## config.mk

```make
export PLATFORM = sky130hd
export DESIGN_NAME = i2c_slave_addr_detect
export DESIGN_NICKNAME = d
export VERILOG_FILES = /design/src/rtl/i2c_sad_pkg.sv /design/src/rtl/i2c_sad_scl_tracker.sv /design/src/rtl/i2c_sad_first_byte.sv /design/src/rtl/i2c_sad_flags.sv /design/src/rtl/i2c_slave_addr_detect.sv
export SDC_FILE = /design/constraint.sdc
export NUM_CORES = 1
export LEC_CHECK = 0
export BUFFER_PORTS_ARGS = -buffer_cell sky130_fd_sc_hd__buf_2
export CORE_UTILIZATION = 37
export CTS_CLUSTER_SIZE = 28
export DETAILED_ROUTE_END_ITERATION = 10
export PLACE_DENSITY = 0.68
export SYNTH_ARGS = -nofsm -noshare
export SYNTH_HDL_FRONTEND = slang
export SYNTH_SLANG_ARGS = --single-unit
```

## constraint.sdc

```tcl
create_clock -name clk -period 1.4 [get_ports clk]
set_input_delay 0.14 -clock clk [delete_from_list [all_inputs] [get_ports clk]]
set_output_delay 0.14 -clock clk [all_outputs]
set_load 0.01 [all_outputs]
```

## src/rtl/i2c_sad_pkg.sv

```systemverilog
package i2c_sad_pkg;

  // Detection outcome for the byte presented in the current cycle.
  typedef struct packed {
    logic addr_set;  // raise the addressed flag
    logic gc_set;    // raise the general-call flag
  } det_t;

  // True when every bit of a byte is zero (general-call pattern).
  function automatic logic all_zero8(input logic [7:0] b);
    return (b == 8'h00);
  endfunction

endpackage

```

## src/rtl/i2c_sad_scl_tracker.sv

```systemverilog
module i2c_sad_scl_tracker #(
  parameter int BITS_PER_FRAME = 9
) (
  input  logic clk,
  input  logic rst_n,
  input  logic scl,
  input  logic sda,
  input  logic frame_rst,
  output logic last_bit,
  output logic frame_done
);
  localparam int CNT_W = $clog2(BITS_PER_FRAME);
  localparam logic [CNT_W-1:0] LAST_IDX = CNT_W'(BITS_PER_FRAME - 1);

  logic             scl_q;
  logic             scl_rise;
  logic [CNT_W-1:0] bit_cnt;

  assign scl_rise = scl & ~scl_q;

  // Previous SCL level; the bus idles high.
  always_ff @(posedge clk or negedge rst_n) begin
    if (!rst_n) scl_q <= 1'b1;
    else        scl_q <= scl;
  end

  // SDA captured at every rising edge of SCL.
  always_ff @(posedge clk or negedge rst_n) begin
    if (!rst_n)        last_bit <= 1'b0;
    else if (scl_rise) last_bit <= sda;
  end

  // Bit position within the frame, with the end-of-frame pulse.
  always_ff @(posedge clk or negedge rst_n) begin
    if (!rst_n) begin
      bit_cnt    <= '0;
      frame_done <= 1'b0;
    end else begin
      frame_done <= 1'b0;
      if (frame_rst) begin
        bit_cnt <= '0;
      end else if (scl_rise) begin
        if (bit_cnt == LAST_IDX) begin
          bit_cnt    <= '0;
          frame_done <= 1'b1;
        end else begin
          bit_cnt <= bit_cnt + CNT_W'(1);
        end
      end
    end
  end
endmodule

```

## src/rtl/i2c_sad_first_byte.sv

```systemverilog
module i2c_sad_first_byte
  import i2c_sad_pkg::*;
#(
  parameter int DATA_W = 8,
  parameter int ADDR_W = 7
) (
  input  logic              clk,
  input  logic              rst_n,
  input  logic              start_pulse,
  input  logic              stop_pulse,
  input  logic              rx_valid,
  input  logic [DATA_W-1:0] rx_byte,
  input  logic [ADDR_W-1:0] own_addr,
  input  logic              free_fmt,
  input  logic              slave_mode,
  output det_t              det
);
  logic first_open;
  logic eval;
  logic addr_hit;
  logic zero_byte;

  // A frame is open from START until its first byte or a STOP.
  always_ff @(posedge clk or negedge rst_n) begin
    if (!rst_n)          first_open <= 1'b0;
    else if (start_pulse) first_open <= 1'b1;
    else if (stop_pulse)  first_open <= 1'b0;
    else if (rx_valid)    first_open <= 1'b0;
  end

  assign eval      = rx_valid & first_open & ~start_pulse & slave_mode;
  assign addr_hit  = (rx_byte[DATA_W-1 -: ADDR_W] == own_addr);
  assign zero_byte = all_zero8(8'(rx_byte));

  always_comb begin
    det          = '0;
    det.gc_set   = eval & zero_byte;
    det.addr_set = eval & (free_fmt | addr_hit | zero_byte);
  end
endmodule

```

## src/rtl/i2c_sad_flags.sv

```systemverilog
module i2c_sad_flags
  import i2c_sad_pkg::*;
(
  input  logic clk,
  input  logic rst_n,
  input  det_t det,
  input  logic bus_event,
  input  logic buf_access,
  output logic addressed,
  output logic gen_call
);
  // Addressed flag: a set wins over a buffer access in the same cycle.
  always_ff @(posedge clk or negedge rst_n) begin
    if (!rst_n)            addressed <= 1'b0;
    else if (det.addr_set) addressed <= 1'b1;
    else if (buf_access)   addressed <= 1'b0;
  end

  // General-call flag: a START/STOP clear wins over a set.
  always_ff @(posedge clk or negedge rst_n) begin
    if (!rst_n)          gen_call <= 1'b0;
    else if (bus_event)  gen_call <= 1'b0;
    else if (det.gc_set) gen_call <= 1'b1;
  end
endmodule

```

## src/rtl/i2c_slave_addr_detect.sv

```systemverilog
module i2c_slave_addr_detect
  import i2c_sad_pkg::*;
#(
  parameter int DATA_W = 8,
  parameter int ADDR_W = 7
) (
  input  logic              clk,
  input  logic              rst_n,
  input  logic              scl_sync,
  input  logic              sda_sync,
  input  logic              start_pulse,
  input  logic              stop_pulse,
  input  logic              rx_valid,
  input  logic [DATA_W-1:0] rx_byte,
  input  logic [ADDR_W-1:0] own_addr,
  input  logic              free_fmt,
  input  logic              slave_mode,
  input  logic              buf_rd,
  input  logic              buf_wr,
  output logic              addressed,
  output logic              gen_call,
  output logic              last_bit,
  output logic              byte_irq
);
  localparam int BITS_PER_FRAME = DATA_W + 1;  // data bits plus acknowledge

  det_t det;
  logic bus_event;

  assign bus_event = start_pulse | stop_pulse;

  i2c_sad_scl_tracker #(.BITS_PER_FRAME(BITS_PER_FRAME)) trk_i (
    .clk        (clk),
    .rst_n      (rst_n),
    .scl        (scl_sync),
    .sda        (sda_sync),
    .frame_rst  (bus_event),
    .last_bit   (last_bit),
    .frame_done (byte_irq)
  );

  i2c_sad_first_byte #(.DATA_W(DATA_W), .ADDR_W(ADDR_W)) fb_i (
    .clk         (clk),
    .rst_n       (rst_n),
    .start_pulse (start_pulse),
    .stop_pulse  (stop_pulse),
    .rx_valid    (rx_valid),
    .rx_byte     (rx_byte),
    .own_addr    (own_addr),
    .free_fmt    (free_fmt),
    .slave_mode  (slave_mode),
    .det         (det)
  );

  i2c_sad_flags flg_i (
    .clk        (clk),
    .rst_n      (rst_n),
    .det        (det),
    .bus_event  (bus_event),
    .buf_access (buf_rd | buf_wr),
    .addressed  (addressed),
    .gen_call   (gen_call)
  );
endmodule

```

Yosys cells after proc, flatten, opt, wreduce, memory -nomap -nowiden

Index checks and enable logic that the tools add are counted.

Memory bits (read-only): 0
Latch bits: 0
Register bits: 10
Input port bits: 26
Memories kept: 0
Memory bits (writable): 0

Mux-type cells: 13
Bitwise gates (word level): 12
Multiply operators: 0
Add/subtract/negate cells: 1
$lt $le $gt $ge: 0
Reductions and logical operators: 5
Shift operators: 0
Div/mod/pow operators: 0
Equal/unequal tests: 2

Operators with widths:

| kind                                                           | count |
|---|---|
| 4-bit two-way mux                                              | 3 |
| 1-bit two-way mux                                              | 10 |
| 8-bit logical NOT                                              | 1 |
| 7-bit equality test                                            | 1 |
| 1-bit bitwise AND                                              | 6 |
| 2-bit nonzero test                                             | 3 |
| 4-bit by 1-bit adder with 4-bit output (second input constant) | 1 |
| 4-bit equality test (second input constant)                    | 1 |
| 1-bit bitwise OR                                               | 4 |
| 3-bit nonzero test                                             | 1 |
| 1-bit inverter                                                 | 2 |

Depth between registers and ports, before layout

Gate-level depths: netlist of the first run.

Depth after elaboration: 6
Gate-level depth with buffers: 5

By module

Synthesis of the first run repeated with hierarchy kept, for this count alone.

Cell total of the unflattened synthesis: 58
Area total of the unflattened synthesis: 586.8 um2

Modules (own cells, without submodules):

| module                | area each (um2) | sequential area each (um2) | cells each | times used |
|---|---|---|---|---|
| i2c_sad_scl_tracker   | 337.8           | 176.4                      | 31         | 1 |
| i2c_sad_first_byte    | 167.7           | 25.0                       | 19         | 1 |
| i2c_sad_flags         | 68.8            | 50.0                       | 6          | 1 |
| i2c_slave_addr_detect | 12.5            | 0.0                        | 2          | 1 |

Worst setup path before layout of the first run

Ideal clock, no wire load.

Path kind: flip-flop to flip-flop
Start point: register trk_i.scl_q
End point: register trk_i.last_bit
Setup slack: 0.111 ns
Stages on the path, launching flop included: 4
Buffers on the path: 1
Setup time: 0.125 ns
Arrival time: 1.164 ns
Path through: dfstp_2 > nand2b_1 > clkbuf_1 > mux2_2

Word-level cells in the longest chain between the ends: 2

RTL lines:

| what                   | RTL line                  | text |
|---|---|---|
| from (decl)            | i2c_sad_scl_tracker.sv:15 | `logic scl_q;` |
| from (signal assigned) | i2c_sad_scl_tracker.sv:24 | `else scl_q <= scl;` |
| 1-bit inverter         | i2c_sad_scl_tracker.sv:19 | `assign scl_rise = scl & ~scl_q;` |
| 1-bit bitwise AND      | i2c_sad_scl_tracker.sv:19 |  |
| to (signal assigned)   | i2c_sad_scl_tracker.sv:29 | `if (!rst_n) last_bit <= 1'b0;` |
| to (signal assigned)   | i2c_sad_scl_tracker.sv:30 | `else if (scl_rise) last_bit <= sda;` |
| to (decl)              | i2c_sad_scl_tracker.sv:9  | `output logic last_bit,` |

Every way passes these cells.
A chain may end at the register's enable or synchronous reset.

Worst setup path after layout of the first run

Ends and elaborated chain as after synthesis.

==> results of run 1 <==
[metal layers]
layer	track usage [%]	up-vias	share of wire, %
met5	0	-	0
met4	9.677	0	1.5
met3	2.174	2	5.6
met2	23.75	23	51
met1	16.16	232	42
li1	-	274	-
[cells by family (layout without fill, tap and decap cells)]
kind of cell | count (synthesis) | in the layout | synth area share [%]
and+or+nand+nor | 23 | 23 | 22.18
AOI/OAI and AO/OA | 10 | 10 | 10.43
DFF | 10 | 10 | 43.70
xor gates and xnor gates | 7 | 7 | 10.65
buffers and inverters | 5 | 38 | 3.261
muxes | 3 | 3 | 5.435
adders and majority gates | 2 | 2 | 4.347
[final cells by class]
| class | instances | share of cell area, % |
|---|---|---|
| sequential | 10 | 32.32 |
| tap | 15 | 2.412 |
| multi-input combinational | 45 | 39.23 |
| inverter | 3 | 1.447 |
| clock buffer | 4 | 3.376 |
| timing repair buffer | 31 | 21.22 |
[flip-flops by register name, indices dropped and copies added, names as in the netlist]
name / flops
trk_i.frame_done: 1
flg_i.gen_call: 1
fb_i.first_open: 1
trk_i.last_bit: 1
trk_i.bit_cnt: 4
flg_i.addressed: 1
trk_i.scl_q: 1
[cell usage after synthesis (all sizes together) (2+ instances only)]
library cell	count
nand2	4
xor2	7
mux2i	2
dfrtp	9
ha	2
inv	3
nor3	3
or4	2
nor2	8
o21ai	4
nor4	2
clkbuf	2
a21oi	3
[worst max-delay path, delay by kind of cell, from the launching register on]
| family | cells | cell delay [ns] |
|---|---|---|
| DFF | 1 | 0.51 |
| muxes | 1 | 0.37 |
| and+or+nand+nor | 1 | 0.26 |
[metrics by stage]
stage          hold WS [ns]  utilization [%]  total power, mW  instance area (um^2)  setup WS, ns
4_1_cts             0.08363            56.96           0.6251                 778.2        0.1466
6_report            0.08753            56.96           0.6121                 778.2        0.1510
3_5_place_dp        0.01414            53.57           0.4091                 732.0        0.1558
3_3_place_gp        0.01131            53.57           0.4059                 732.0        0.1652
5_1_grt             0.09060            56.96           0.6494                 778.2       0.05991
2_1_floorplan       -0.1556                -           0.3522                 575.6        0.1111
[final timing paths]
check | start | endpoint | slack [ns] | cells past startpoint
max | trk_i.scl_q$_DFF_PN1_ | trk_i.last_bit$_DFFE_PN0P_ | 0.15 | 2
min | start_pulse | fb_i.first_open$_DFFE_PN0P_ | 0.09 | 2
max reg2reg | trk_i.scl_q$_DFF_PN1_ | trk_i.last_bit$_DFFE_PN0P_ | 0.15 | 2
min reg2reg | fb_i.first_open$_DFFE_PN0P_ | fb_i.first_open$_DFFE_PN0P_ | 0.48 | 1
max in group asynchronous | rst_n | trk_i.scl_q$_DFF_PN1_ | 0.88 | 2
min in group asynchronous | rst_n | trk_i.bit_cnt[1]$_DFFE_PN0P_ | 0.26 | 2
[where the power goes]
part           leakage, nW  internal (mW)  switching, mW
clock               0.0150          0.110         0.0964
sequential           0.131          0.299        0.00458
combinational        0.236         0.0555         0.0461
[repair_timing]
action,4_1_cts,5_1_grt
buffers inserted,0,0
hold buffers,2,0
hold endpoints to repair,11,0
==> flow_summary_export.csv, run 1 <==
group,metric,value,unit
placement,place.detailed.hpwl,884.3,um
critical_path,path_cells,"nand2b_1, mux2_2",
logic_synthesis,synth-main-ff-cell,"sky130_fd_sc_hd__dfrtp_1",
global_route,antenna_violations_before_repair,0,
placement,placement.io_buffers,29,
logic_synthesis,synth_enable_flop_cells,0,
clocking,cts.sink_count,10,
finish,layout_commonest_cell,"sky130_fd_sc_hd__buf_2",
logic_synthesis,synth-seq-cells,10,
clocking,cts.path.max_buffers,2,
placement,dpl.cell_count,102,
die,die_area,0.001717,mm^2
critical_path,slowest_stage,"sky130_fd_sc_hd__dfstp_2",
die,row_count,13,
clocking,cts_made_buffers,3,
clocking,cts_tree,"yes",
detailed_routing,detail_route.wl_per_cell,9.741,um
detailed_routing,iteration_count_of_the_initial_detailed_routing_pass,4,
power_and_ir_drop,power.leakage,0.3817,nW
detailed_routing,wl,1.052,mm
logic_synthesis,synth_area,575.6,um^2
global_route,grt_remaining_overflow,0,
global_route,grt_pass1_vias,492,
sta,totalNegativeSetupSlack,0,ns
finish,stdcell_count,108,
logic_synthesis,synth_largest_area_cell,"sky130_fd_sc_hd__dfrtp_1",
clocking,number_of_h_tree_branching_levels,1,
detailed_routing,via_count,531,
sta,finalCriticalPeriod,1.249,ns
global_route,globalRouteTotalUtil,14.09,%
finish,total_area_of_sequential_cells,251.5,um^2
sta,slew_viol_final,0,
global_route,grt_first_pass_wirelength,1.869,mm
detailed_routing,detailedRoute.firstIterationViolations,2,
job,max_cap_viol_count,0,
finish,nNetsFinal,122,
die,initial_utilization,42.12,%
logic_synthesis,synth.net_count,88,
power_and_ir_drop,vdd.ir_drop.worst,546.2,uV
critical_path,required,1.55,ns
clocking,clkLatencyLatePin,0.26,ns
sta,timing.max_slew.rel_slack,80.91,%
logic_synthesis,yosys_warnings,0,
critical_path,critical_path_peak_fanout,8,
die,die_y,41.44,um
sta,worst_clock_skew,0.001806,ns
run_status,outcome,"complete, no violations",
logic_synthesis,yosys.area.top_type_share,39.13,%
clocking,clock-root-buffer,"sky130_fd_sc_hd__clkbuf_4",
placement,place.gp.congestion,0.8232,
clocking,cts.reportedPaths.clkPinSlew,0.06,ns
finish,fill_cells,139,
critical_path,worstSetupPathType,"reg -> reg",
min_path,holdCritPathClass,"in -> reg",
sta,final-hold-violation-count,0,
logic_synthesis,ys_seq_area_share,43.70,%
logic_synthesis,synth_cell_types,24,
detailed_routing,drt_antenna_net_count,0,
finish,area.growth.synth_to_final,35.22,%
die,horizontal_extent_of_the_die,41.44,um
global_route,maximum_number_of_pins_on_one_net_before_global_route_repair,11,
critical_path,timing.critical_path.arrival,1.40,ns
critical_path,worst_setup_path_end_kind,"flip-flop",
sta,rsz0062_at_grt,"false",
power_and_ir_drop,powerDensity,786.5,mW/mm^2
sta,tightest_slew,0.2864,ns
critical_path,worst_path_largest_cell_delay,0.51,ns
logic_synthesis,asyncSetResetFlopFracSynth,100.0,%
finish,layout_common_cells,"sky130_fd_sc_hd__buf_2 (29), sky130_fd_sc_hd__dfrtp_1 (9), sky130_fd_sc_hd__nor2_1 (8), sky130_fd_sc_hd__xor2_1 (7), sky130_fd_sc_hd__nand2_1 (4)",
detailed_routing,viasPerCell,4.917,
die,top_level_ports,30,
finish,multi_input_comb_area,305.3,um^2
critical_path,critical_path.startpoint_type,"flip-flop",
finish,antenna-diode-count,0,
clocking,ctsResizeCount,0,
logic_synthesis,synthesis.area_per_instance,9.593,um^2
sta,setup_viol,0,
finish,layout-drive-gt1-share,41.94,%
sta,clock.fmax,0.8006,GHz
logic_synthesis,post_syn_instances,60,
die,design.core.area,0.001366,mm^2
detailed_routing,drcViolationCount,0,
logic_synthesis,synth.area.top_cells,"sky130_fd_sc_hd__dfrtp_1 (39%), sky130_fd_sc_hd__xor2_1 (11%), sky130_fd_sc_hd__nor2_1 (5.2%)",
sta,tcrit_tclk_final,89.22,%
(Power assumes the default switching activity.)
==> run 2: changes to the inputs <==
--- a/config.mk
+++ b/config.mk
@@ -10,6 +10,7 @@
 export CTS_CLUSTER_SIZE = 28
 export DETAILED_ROUTE_END_ITERATION = 10
 export PLACE_DENSITY = 0.68
+export SKIP_CTS_REPAIR_TIMING = 1
 export SYNTH_ARGS = -nofsm -noshare
 export SYNTH_HDL_FRONTEND = slang
 export SYNTH_SLANG_ARGS = --single-unit
==> constraint.sdc (replaced) <==
create_clock -name clk -period 1.4 [get_ports clk]
set_input_delay 0.28 -clock clk [delete_from_list [all_inputs] [get_ports clk]]
set_output_delay 0.28 -clock clk [all_outputs]
set_load 0.01 [all_outputs]
==> run 2 against run 1 <==
Net effect:
- first-iteration DRC count rose to 7.5 times the previous value
- clock-buffer cell count did not move
- clock skew rose by 0.0026 ns
- critical path type unchanged
==> flow_summary_export.csv, run 2 (same netlist as run 1, synthesis figures left out) <==
group,metric,value,unit
job,max_cap_viol_count,0,
finish,largest_register_ffs,4,
global_route,met1_usage,14.60,%
clocking,clkLatencyLatePin,0.26,ns
sta,tightest_slew,0.3098,ns
power_and_ir_drop,vdd.ir_drop.worst,424.5,uV
global_route,busiest_layer,"met2",
clocking,clock-root-buffer,"sky130_fd_sc_hd__clkbuf_4",
critical_path,rr_startpoint,"trk_i.scl_q$_DFF_PN1_",
critical_path,required,1.55,ns
power_and_ir_drop,power.leakage,0.3836,nW
detailed_routing,wl,1.055,mm
min_path,launch_point_of_the_worst_hold_path,"scl_sync",
critical_path,worst_path_largest_cell_delay,0.51,ns
clocking,cts_tree,"yes",
sta,tcrit_tclk_final,90.17,%
detailed_routing,drcViolationCount,0,
die,top_level_ports,30,
finish,post-route-cell-area,778.2,um^2
placement,dpl.cell_count,102,
critical_path,slowest_stage,"sky130_fd_sc_hd__dfstp_2",
finish,layout-drive-gt1-share,43.48,%
critical_path,worstSetupPathType,"reg -> reg",
die,horizontal_extent_of_the_die,41.44,um
sta,slew_viol_final,0,
finish,largest_register,"trk_i.bit_cnt",
die,design.core.area,0.001366,mm^2
critical_path,ff2ff_path_depth,2,
min_path,holdCritPathClass,"in -> reg",
finish,stdcell_count,107,
sta,final_critical_path_setup_slack,0.1377,ns
finish,nNetsFinal,121,
clocking,number_of_h_tree_branching_levels,1,
global_route,grt_remaining_overflow,0,
run_status,outcome,"complete, no violations",
placement,dp_worst_setup_slack,0.1105,ns
global_route,grt_pass1_vias,506,
finish,area.growth.synth_to_final,35.22,%
critical_path,critical_path_peak_fanout,8,
global_route,antenna_violations_before_repair,0,
sta,worst_clock_skew,0.004445,ns
detailed_routing,detail_route.wl_per_cell,9.860,um
global_route,use_met3,3.478,%
critical_path,rrSetupSlack,0.14,ns
global_route,maximum_number_of_pins_on_one_net_before_global_route_repair,11,
die,die_y,41.44,um
critical_path,rr_endpoint,"trk_i.last_bit$_DFFE_PN0P_",
global_route,globalRouteTotalUtil,13.93,%
critical_path,worst_setup_path_end_kind,"flip-flop",
sta,totalNegativeSetupSlack,0,ns
die,row_count,13,
detailed_routing,detailedRoute.firstIterationViolations,15,
finish,final_design_utilization,56.96,%
sta,setup_viol,0,
finish,layout_common_cells,"sky130_fd_sc_hd__buf_2 (29), sky130_fd_sc_hd__dfrtp_1 (9), sky130_fd_sc_hd__nor2_1 (8), sky130_fd_sc_hd__xor2_1 (7), sky130_fd_sc_hd__nand2_1 (4)",
critical_path,critical_path.startpoint_type,"flip-flop",
clocking,cts.path.max_buffers,2,
detailed_routing,drt_antenna_net_count,0,
sta,final-hold-violation-count,0,
sta,clock.fmax,0.7922,GHz
die,initial_utilization,42.12,%
min_path,min_delay_worst_endpoint,"trk_i.scl_q$_DFF_PN1_",
critical_path,path_cells,"nand2b_1, mux2_2",
placement,place.detailed.hpwl,894.7,um
power_and_ir_drop,powerDensity,844.6,mW/mm^2
finish,layout_commonest_cell,"sky130_fd_sc_hd__buf_2",
clocking,cts.reportedPaths.clkPinSlew,0.07,ns
clocking,cts_made_buffers,3,
detailed_routing,iteration_count_of_the_initial_detailed_routing_pass,4,
sta,rsz0062_at_grt,"false",
clocking,cts.sink_count,10,
sta,finalCriticalPeriod,1.262,ns
critical_path,timing.critical_path.arrival,1.41,ns
placement,placement.io_buffers,29,
die,die_area,0.001717,mm^2
min_path,hold_path_depth,1,
finish,antenna-diode-count,0,
sta,timing.max_slew.rel_slack,79.35,%
detailed_routing,via_count,539,
detailed_routing,viasPerCell,5.037,
placement,placement_cell_area,732.0,um^2
global_route,grt_first_pass_wirelength,1.876,mm
placement,place.gp.congestion,0.8027,
global_route,global_route.usage.met2,25.94,%
[run 2: cell types whose count changed in the layout (fill, tap and decap cells not counted)]
cell / change
sky130_fd_sc_hd__clkbuf_1: -1
sky130_fd_sc_hd__clkbuf_8: +1
sky130_fd_sc_hd__dlygate4sd3_1: -1
[run 2: cell type report]
type / instances / area [um^2]
fill: 127 / 588.1
multi-input combinational: 45 / 305.3
sequential: 10 / 251.5
timing repair buffer: 30 / 155.1
clock buffer: 4 / 36.28
tap: 15 / 18.77
inverter: 3 / 11.26
[run 2: worst max-delay path: cells and delay by family (launching register included)]
family	cells	cell delay, ns
mux	1	0.37
flops	1	0.51
simple gates	1	0.28
[run 2: power by group]
part	total, mW	internal [mW]	switching, mW
clock network	0.253	0.158	0.0956
logic	0.0995	0.0537	0.0458
registers	0.305	0.299	0.00516
[run 2: through the flow]
| stage | hold WS, ns | power, mW |
|---|---|---|
| floorplan | -0.01559 | 0.3522 |
| global placement | 0.1433 | 0.4058 |
| detailed placement | 0.1489 | 0.4101 |
| CTS | -0.1365 | 0.6661 |
| global route | 0.1205 | 0.6922 |
| finish | 0.1302 | 0.6573 |
[run 2: routing by layer]
layer	vias to the layer above	part of all wire, %
li1	274	-
met1	236	39
met2	27	54
met3	2	5.8
met4	0	1.3
met5	-	0
[run 2: worst max path at each step]
stage                               start                            to  slack (ns)  cells after the start
detailed placement             rx_byte[4]    flg_i.gen_call$_DFFE_PN0P_        0.11                      4
floorplan           trk_i.scl_q$_DFF_PN1_    trk_i.last_bit$_DFFE_PN0P_        0.11                      3
global placement               rx_byte[4]   flg_i.addressed$_DFFE_PN0P_        0.12                      5
finish              trk_i.scl_q$_DFF_PN1_    trk_i.last_bit$_DFFE_PN0P_        0.14                      2
CTS                 trk_i.scl_q$_DFF_PN1_    trk_i.last_bit$_DFFE_PN0P_        0.13                      2
global route        trk_i.scl_q$_DFF_PN1_  trk_i.bit_cnt[3]$_DFFE_PN0P_        0.06                      4
